<file path="src/rtl/cordic_iter.sv">
`timescale 1ns/1ps
module cordic_iter #(
  parameter int W = 18,
  parameter int N = 14
) (
  input  logic                clk,
  input  logic                rst_n,
  input  logic                start,
  input  logic [1:0]          coord,
  input  logic                vec,
  input  logic                gain_en,
  input  logic signed [W-1:0] x_in,
  input  logic signed [W-1:0] y_in,
  input  logic signed [W-1:0] z_in,
  output logic                busy,
  output logic                done,
  output logic signed [W-1:0] x_out,
  output logic signed [W-1:0] y_out,
  output logic signed [W-1:0] z_out
);
  localparam int FR = 14;
  localparam int SW = $clog2(N + 2);
  localparam logic [SW-1:0] LAST_H = SW'(N);
  localparam logic [SW-1:0] LAST_C = SW'(N - 1);
  localparam logic signed [16:0] GC_CIRC = 17'sd9949;
  localparam logic signed [16:0] GC_HYP  = 17'sd19784;

  typedef enum logic [1:0] {IDLE, RUN, GAIN} st_t;

  st_t st;
  logic [1:0] cs;
  logic vm, ge, rep;
  logic [SW-1:0] sh;
  logic signed [W-1:0] xr, yr, zr;

  function automatic logic signed [W-1:0] elem(input logic [1:0] c, input logic [SW-1:0] s);
    logic [15:0] v;
    v = 16'd16384 >> s;
    if (c == 2'b10) begin
      case (s)
        1: v = 16'd9000;
        2: v = 16'd4185;
        3: v = 16'd2059;
        4: v = 16'd1025;
        default: ;
      endcase
    end else if (!c[0]) begin
      case (s)
        0: v = 16'd12868;
        1: v = 16'd7596;
        2: v = 16'd4014;
        3: v = 16'd2037;
        4: v = 16'd1023;
        default: ;
      endcase
    end
    return $signed({{(W-16){1'b0}}, v});
  endfunction

  wire hyp = (cs == 2'b10);
  wire lin = cs[0];
  wire dpos = vm ? (xr[W-1] ^ yr[W-1]) : ~zr[W-1];
  wire signed [W-1:0] xs = xr >>> sh;
  wire signed [W-1:0] ys = yr >>> sh;
  wire signed [W-1:0] ang = elem(cs, sh);
  wire need_rep = hyp && (sh == SW'(4) || sh == SW'(13)) && !rep;
  wire last = (sh == (hyp ? LAST_H : LAST_C)) && !need_rep;

  logic signed [W-1:0] xn;
  always_comb begin
    if (lin)       xn = xr;
    else if (hyp)  xn = dpos ? xr + ys : xr - ys;
    else           xn = dpos ? xr - ys : xr + ys;
  end
  wire signed [W-1:0] yn = dpos ? yr + xs : yr - xs;
  wire signed [W-1:0] zn = dpos ? zr - ang : zr + ang;

  wire signed [16:0] gc = hyp ? GC_HYP : GC_CIRC;
  wire signed [W+16:0] px = xr * gc;
  wire signed [W+16:0] py = yr * gc;

  always_ff @(posedge clk or negedge rst_n) begin
    if (!rst_n) begin
      st <= IDLE; done <= 1'b0; cs <= 2'b00; vm <= 1'b0; ge <= 1'b0;
      rep <= 1'b0; sh <= '0; xr <= '0; yr <= '0; zr <= '0;
    end else begin
      done <= 1'b0;
      case (st)
        IDLE: if (start) begin
          cs  <= coord;
          vm  <= vec;
          ge  <= gain_en && !coord[0];
          xr  <= x_in;
          yr  <= y_in;
          zr  <= vec ? '0 : z_in;
          sh  <= (coord == 2'b10) ? SW'(1) : '0;
          rep <= 1'b0;
          st  <= RUN;
        end
        RUN: begin
          xr <= xn; yr <= yn; zr <= zn;
          if (need_rep) rep <= 1'b1;
          else begin sh <= sh + 1'b1; rep <= 1'b0; end
          if (last) begin
            if (ge) st <= GAIN;
            else begin st <= IDLE; done <= 1'b1; end
          end
        end
        default: begin
          xr <= px[FR+W-1:FR];
          yr <= py[FR+W-1:FR];
          st <= IDLE;
          done <= 1'b1;
        end
      endcase
    end
  end

  assign busy  = (st != IDLE);
  assign x_out = xr;
  assign y_out = yr;
  assign z_out = zr;
endmodule

</file>
<file path="config.mk">
export PLATFORM = sky130hd
export DESIGN_NAME = cordic_iter
export DESIGN_NICKNAME = d
export VERILOG_FILES = /design/src/rtl/cordic_iter.sv
export SDC_FILE = /design/constraint.sdc
export NUM_CORES = 1
export LEC_CHECK = 0
export ABC_AREA = 1
export CORE_MARGIN = 5
export CORE_UTILIZATION = 58
export DETAILED_ROUTE_END_ITERATION = 8
export PLACE_DENSITY = 0.77
export RECOVER_POWER = 50
export SLEW_MARGIN = 20
export SYNTH_ARGS = -nofsm -noshare
export SYNTH_HDL_FRONTEND = slang
export SYNTH_SLANG_ARGS = --single-unit
</file>
<file path="constraint.sdc">
create_clock -name clk -period 8.23 [get_ports clk]
set_clock_uncertainty 0.15 [all_clocks]
set_input_delay 1.646 -clock clk [delete_from_list [all_inputs] [get_ports clk]]
set_output_delay 1.646 -clock clk [all_outputs]
set_load 0.05 [all_outputs]
</file>
---- Word-level counts from Yosys, hierarchy flattened ----
Index checks and enable logic that the tools add are counted.
W data, S select, Z words.
storage, ports and cells
  memories ................................ 0
  latch bits .............................. 0
  bits of input ports ..................... 61
  output and inout port bits .............. 56
  register bits ........................... 66
  bits in writable memories ............... 0
  memory bits (read-only) ................. 0
  logic and storage cells ................. 88
cells by class
  $add $sub $neg .......................... 7
  multiplexer cells ....................... 34
  shift-type cells ........................ 3
  multipliers ............................. 2
  divide/modulo/power cells ............... 0
  order comparisons ....................... 0
  equal/unequal tests ..................... 13
  bitwise operators ....................... 2
  reduce and logical (&&, ||, !) cells .... 17
operator list
  kind                     number
  $mux W18                 10
  $pmux W18 S2             3
  $pmux W16 S5             1
  $mul A18 B16 Y32         2
  $pmux W16 S4             1
  $add A18 B18 Y18         2
  $sshr A18 B4 Y18         2
  $sub A18 B18 Y18         2
  $mux W16                 2
  $add A18 B17 Y18         1
  $sub A18 B17 Y18         1
  $shr A15 B4 Y16 const A  1
  $mux W15                 1
  $eq A4 B2 Y1 const B     2
  $mux W2                  4
  $mux W4                  2
  $ne A2 B2 Y1 const B     4
  $pmux W4 S2              1
  $reduce_and A2 Y1        4
  $mux W1                  6
  $add A4 B1 Y4 const B    1
  $eq A2 B2 Y1 const B     2
  $eq A4 B1 Y1 const B     1
  $eq A4 B3 Y1 const B     1
  14 further kinds         21

---- Longest topological paths before layout ----
Gate-level depths: netlist of the first run.
  depth in word-level cells ............... 8
  gate-level depth with buffers ........... 33
  mapped depth without buffers ............ 29

---- Worst setup path before layout of the first run ----
Ideal clock, no wire load.
  path type ............................... register to register
  from .................................... register yr[17], in the netlist y_out[17]
  to ...................................... register yr[17], in the netlist y_out[17]
  arrival ................................. 6.320 ns
  slack ................................... 1.644 ns
  period minus slack after synthesis ...... 6.586 ns
  setup time .............................. 0.117 ns
  cell stages (with the launch flop) ...... 21
  cells stage by stage .................... dfrtp_1 > buf_2 > inv_1 > nor2_1 > inv_1 > fa_1 > fa_1 > fa_1 > fa_1 > fa_1 > inv_1 > ha_1 > inv_1 > nor3_1 > a221o_1 > a21oi_1 > a21oi_1 > nor2_1 > nor2_1 > nand2_1 > nand2_1
on the way
  cells in the longest elaborated chain, start to end .. 4
  elaborated cells on any way between the ends .. 7
  classes of those cells .................. add/sub (2); mul (1); mux (3); bitwise (1)
ends and longest elaborated chain
  element                                                                   RTL line  RTL
  start: declaration                                                        34        logic signed [W-1:0] xr, yr, zr;
  start signal: assignment                                                  94        yr <= y_in;
  start signal: assignment                                                  101       xr <= xn; yr <= yn; zr <= zn;
  start signal: assignment                                                  111       yr <= py[FR+W-1:FR];
  parallel branches: the longest is 3 deep, another holds $mul A18 B16 Y32  n/a
  $pmux W18 S2 (*)                                                          88        case (st)
Mark *: on every way between the ends.
A chain may end at the register's enable or synchronous reset.

---- Final worst setup path of the first run ----
  from .................................... register yr[8], in the netlist y_out[8]
  to ...................................... register yr[7], in the netlist y_out[7]
on the way
  cells in the longest elaborated chain, start to end .. 2
ends and longest elaborated chain
  element           RTL line  RTL
  $mul A18 B16 Y32  80        wire signed [W+16:0] py = yr * gc;
  $pmux W18 S2      88
No other way between the ends.

==> results of run 1 <==
## worst min-delay path: cells and delay by family, from the launching register on
family / cells / cell delay [ns]
DFF: 1 / 0.37
and+or+nand+nor: 2 / 0.11
## layout make-up
cell class / count / area [um^2] / share of cell area (%)
multi-input cells: 2417 / 19400 / 75.0
inverters: 639 / 2400 / 9.28
flip-flops and latches: 66 / 1650 / 6.39
repair buffers: 154 / 1440 / 5.57
well taps: 532 / 666 / 2.57
clock buffers: 9 / 225 / 0.871
clock inverters: 7 / 82.6 / 0.319
diodes: 1 / 2.50 / 0.00968
## synth_stat cells (6+ instances only)
library cell	n	area (um^2)
inv_1	629	2360
nand2_1	524	1970
fa_1	340	6810
ha_1	316	3950
o21ai_0	259	1300
nor2_1	236	886
a21oi_1	228	1140
nand3_1	173	866
clkbuf_1	96	360
dfrtp_1	66	1650
xor2_1	37	324
or2_2	29	181
nor3_1	25	125
nand4_1	20	125
xnor2_1	18	158
a31oi_1	17	106
buf_2	14	70.1
o21bai_1	14	105
a2bb2oi_1	13	114
nand3b_1	12	90.1
a21o_1	10	75.1
buf_1	9	33.8
nor2_2	9	56.3
o21ai_1	9	45.0
a32oi_1	8	70.1
nor4_1	8	50.1
o211ai_1	8	60.1
inv_2	6	22.5
o31ai_1	6	45.0
## kinds of logic after synthesis
logic type / share of synthesized area [%]
multiplexers: 0.0840
AO/OA/AOI/OAI: 14.3
flip-flops: 6.93
buffers and inverters: 12.2
AND/OR/NAND/NOR: 19.2
other: 0.0315
adder cells (fa/ha/maj): 45.2
XOR/XNOR: 2.02
## layer usage
layer	part of all wire, %	GRT usage, %	routed length (um)
met2	44	54.8	35200
met3	9.5	7.96	7540
met5	0.016	0	13
met1	42	49.4	33500
met4	3.8	12.4	3020
## final timing paths
path	start	end	slack [ns]	cells past startpoint
hold / removal	vm$_DFFE_PN0P_	vm$_DFFE_PN0P_	0.36	2
hold reg to reg	vm$_DFFE_PN0P_	vm$_DFFE_PN0P_	0.36	2
max in group asynchronous	rst_n	sh[0]$_DFFE_PN0P_	2.26	1
setup / recovery	y_out[8]$_DFFE_PN0P_	y_out[7]$_DFFE_PN0P_	1.06	23
min in group asynchronous	rst_n	z_out[0]$_DFFE_PN0P_	2.76	1
setup reg to reg	y_out[8]$_DFFE_PN0P_	y_out[7]$_DFFE_PN0P_	1.06	23
## metrics by stage
step | setup slack (ns) | cells | area [um^2] | utilization (%)
2_1_floorplan | 1.64 | 3246 | 23900 | -
6_report | 1.06 | 3825 | 25900 | 63.5
4_1_cts | 1.21 | 3824 | 25900 | 63.5
5_1_grt | 0.779 | 3824 | 25900 | 63.5
3_5_place_dp | 1.25 | 3808 | 25600 | 62.8
3_3_place_gp | 1.28 | 3808 | 25600 | 62.8
## registers in the layout, indices dropped and copies added, names as in the netlist
signal  flops
x_out      18
y_out      18
z_out      18
sh          4
cs          2
st          2
done        1
ge          1
rep         1
vm          1
==> metrics.md, run 1 <==
| Metric | Value |
|---|---|
| Synth Register Bits | 66 |
| H-tree depth | 3 |
| TritonCTS clock tree | built |
| Starting density of the core | 58.5% |
| 1st-pass router iterations | 8 |
| WS Path Type | reg2reg |
| Sequential share of the synthesized area | 6.93% |
| DR DRC count | 0 |
| RSZ-0062 raised after global routing | no |
| Final GP Congestion | 1.00 |
| Post-CTS Setup Repair Bufs | 0 |
| Commonest non-fill, non-tap cell in the layout | inv_1 |
| Failing checks | max-capacitance violations, max-slew violations |
| Remaining antenna violation count | 0 |
| CP Cell Sequence | inv_1, nor2_1, inv_1, o21ai_0, ha_1, fa_1, fa_1, fa_1, fa_1, inv_1, fa_1, inv_1, ha_1, nand2_1, nor2_1, inv_1, nor2_1, nand3_1, nand3_1, nor2_1, nor3b_1, o21ai_0, o21ai_0 |
| Final HPWL DP | 65.7 mm |
| Vias | 22400 |
| Crit. End Element | flip-flop |
| Bufs on Longest Clock Path | 2 |
| PortBufs | 116 |
| Tot GR Track Use | 35.4% |
| Synth Flop Type | dfrtp_1 |
| Share of layout cells above drive strength 1 | 3.83% |
| Synthesized area | 23800 um^2 |
| HP Class | reg2reg |
| CTS Root Cell | clkbuf_16 |
| Fmax | 140 MHz |
| Clock-pin slew on the worst setup and hold paths | 0.08 ns |
| Most frequent cells in the layout | 628 x inv_1, 524 x nand2_1, 340 x fa_1 |
| Vias in the first global route | 22700 |
| Synth Instances | 3216 |
| Number of flops mapped to enable cells by yosys | 0 |
| Final min period | 7.17 ns |
| NumNets Final | 4004 |
| Delay-heaviest family, CP | adder cells |
| Pins Over Slew Limit | 99 |
| Fillcell total | 3797 |
| Worst Path Max Fanout | 8 |
| Slowest stage cell, crit path | dfrtp_1 |
| Arrival time at the worst endpoint | 7.29 ns |
| Die width | 213 um |
| Crit start category | flip-flop |
| Initial antenna violation count | 1 |
| Largest net degree at the start of global routing | 67 |
| Endpoints failing setup | 0 |
| Die Ht | 213 um |
| Core Footprint | 40700 um^2 |
| Required time of the critical path | 8.36 ns |
| Crit-path max cell delay | 0.80 ns |
| MaxCap Viol Count | 2 |
| Slew headroom | -207% |
| Outcome | complete, but fails checks |
| CTS Sinks | 66 |
| Setup_tns | 0 ns |
| Total Routed Length | 79.3 mm |
| Die footprint | 45200 um^2 |
| Final Cycle Share | 87.1% |
| Synthesized area per cell | 7.41 um^2 |
| First-pass GRT wire length | 124 mm |
| FP Rows | 74 |
| Post-cts sizing count | 0 |
| Final hold vios | 0 |
| Area delta synth->final | 8.55% |
| Hold_buf cts | 0 |
| Num CTS Buffers | 9 |
| Synth unique cells | 63 |
| Vias per inst | 5.87 |
| # IOs | 117 |
| Min Hold Slack | 0.360 ns |
| Yosys Warn Count | 0 |
| Asr flop ratio synth | 100% |
| Crit path buffers/inverters | 5 |
| Total global routing overflow | 0 |
| Detailed Route Iter0 Violations | 2174 |
| Per-cell routed wire length | 20.7 um |
| Worst-margin pin slew | 4.61 ns |
| Clk_lat worst skew | 0.38 ns |
Power of run 1 is not shown: default switching activity piles up to over one toggle a cycle in this logic, so the estimate is an artifact.
==> run 2, diff against run 1 <==
RECOVER_POWER = not set   (was 50)
REMOVE_ABC_BUFFERS = 1   (was not set)
==> metrics.md, run 2 (same netlist as run 1, synthesis figures left out) <==
| Metric | Value |
|---|---|
| H-tree depth | 3 |
| Reg2reg setup slack | 0.97 ns |
| Commonest non-fill, non-tap cell in the layout | inv_1 |
| NumNets Final | 3999 |
| Final worst setup slack | 0.974 ns |
| Core Footprint | 40700 um^2 |
| Vias in the first global route | 22600 |
| Arrival time at the worst endpoint | 7.36 ns |
| Hold path depth | 1 |
| Die footprint | 45200 um^2 |
| TritonCTS clock tree | built |
| Multi-input logic area | 19400 um^2 |
| Tot GR Track Use | 34.2% |
| FP Rows | 74 |
| First-pass GRT wire length | 122 mm |
| PortBufs | 116 |
| Register area | 1650 um^2 |
| Bufs on Longest Clock Path | 2 |
| # IOs | 117 |
| Die width | 213 um |
| Slew headroom | 34.0% |
| Hold path start | ge$_DFFE_PN0P_ |
| Most frequent cells in the layout | 628 x inv_1, 524 x nand2_1, 340 x fa_1 |
| Total Routed Length | 76.8 mm |
| Total global routing overflow | 0 |
| CTS Sinks | 66 |
| Min Hold Slack | 0.321 ns |
| Fillcell total | 3712 |
| Worst-margin pin slew | 0.989 ns |
| Final HPWL DP | 63.8 mm |
| Clock-pin slew on the worst setup and hold paths | 0.07 ns |
| Dpl ws | 1.18 ns |
| Post-cts sizing count | 0 |
| Worst reg-to-reg path cell count | 26 |
| Required time of the critical path | 8.33 ns |
| Endpoints failing setup | 0 |
| Crit-path max cell delay | 0.77 ns |
| Detailed Route Iter0 Violations | 2041 |
| 1st-pass router iterations | 6 |
| Num CTS Buffers | 9 |
| Remaining antenna violation count | 0 |
| Crit path buffers/inverters | 6 |
| Per-cell routed wire length | 20.1 um |
| N_diodes | 0 |
| Final min period | 7.26 ns |
| DR DRC count | 0 |
| Initial antenna violation count | 0 |
| Hold_buf cts | 0 |
| Delay-heaviest family, CP | adder cells |
| HP Class | reg2reg |
| Starting density of the core | 58.5% |
| Post-DP Area | 25500 um^2 |
| Worst Path Max Fanout | 9 |
| Count of non-filler cells in the finished layout | 3819 |
| Largest net degree at the start of global routing | 67 |
| Die Ht | 213 um |
| Slowest stage cell, crit path | dfrtp_1 |
| Pins Over Slew Limit | 0 |
| RSZ-0062 raised after global routing | no |
| Final GP Congestion | 1.01 |
| CTS Root Cell | clkbuf_16 |
| Placed cell count | 3803 |
| Vias | 22300 |
| MaxCap Viol Count | 0 |
| Fmax | 138 MHz |
| Reg2reg end | x_out[17]$_DFFE_PN0P_ |
| Hold endpoint | done$_DFF_PN0_ |
| Final Cycle Share | 88.2% |
| Vias per inst | 5.84 |
| R2R Path Start | x_out[12]$_DFFE_PN0P_ |
| Final hold vios | 0 |
| Crit start category | flip-flop |
| Most used cell along the critical path | inv_1 |
| Area delta synth->final | 8.61% |
| WS Path Type | reg2reg |
| Post-CTS Setup Repair Bufs | 0 |
| Clk_lat worst skew | 0.36 ns |
| Outcome | complete, no violations |
| Crit. End Element | flip-flop |
| Share of layout cells above drive strength 1 | 3.83% |
| Fin area | 25900 um^2 |
==> run 2: cell count changes in the layout (fill, tap and decap cells not counted), sizes merged <==
cell / before / now
inv: 640 / 637
clkdlybuf4s50: 95 / 115
buf: 35 / 34
dlygate4sd3: 20 / 0
clkbuf: 13 / 10
diode: 1 / 0
bufinv: 1 / 3
==> run 2: how the worst max path moves through the flow <==
stage                          startpoint                     to  depth (start not counted)
finish              x_out[12]$_DFFE_PN0P_  x_out[17]$_DFFE_PN0P_                         26
global route            cs[0]$_DFFE_PN0P_  x_out[17]$_DFFE_PN0P_                         27
CTS                     cs[0]$_DFFE_PN0P_  x_out[17]$_DFFE_PN0P_                         27
detailed placement      cs[0]$_DFFE_PN0P_  x_out[17]$_DFFE_PN0P_                         27
global placement        cs[1]$_DFFE_PN0P_  y_out[13]$_DFFE_PN0P_                         27
floorplan               cs[0]$_DFFE_PN0P_  y_out[17]$_DFFE_PN0P_                         25
==> run 2: layer usage <==
metal / vias to the layer above / track usage (%) / part of all wire [%]
li1: 10400 / - / -
met1: 10800 / 47.4 / 42
met2: 921 / 55.9 / 46
met4: 0 / 11.2 / 3.7
met5: - / 0 / 0
met3: 180 / 4.67 / 7.7
==> run 2: worst reg2reg max path: stages (launching register included) <==
cell	delay (ns)
dfrtp_1	0.77
inv_1	0.25
nor2_1	0.70
inv_1	0.12
o21ai_0	0.12
ha_1	0.28
fa_1	0.49
fa_1	0.58
fa_1	0.43
fa_1	0.49
inv_1	0.05
fa_1	0.47
inv_1	0.04
ha_1	0.35
nand2_1	0.11
nor2_1	0.16
inv_1	0.07
nor3_1	0.19
nand3_1	0.09
o21ai_0	0.56
nand3_1	0.20
nand2_1	0.10
nand2_1	0.05
nand3_1	0.11
nand3_1	0.08
o21ai_0	0.08
inv_1	0.06
==> run 2: layout make-up <==
class	instances	share of cell area, %
Clock buffer	10	0.924
Inverter	639	9.28
Tap cell	532	2.57
Timing Repair Buffer	149	5.44
Sequential cell	66	6.39
Clock inverter	6	0.435
Multi-Input combinational cell	2417	75.0
==> run 2: through the flow <==
stage,setup TNS [ns],util [%]
floorplan,-0.696,-
CTS,0,63.5
global route,0,63.5
detailed placement,0,62.6
finish,0,63.5
global placement,0,62.6
Power of run 2 is left out for the same reason.
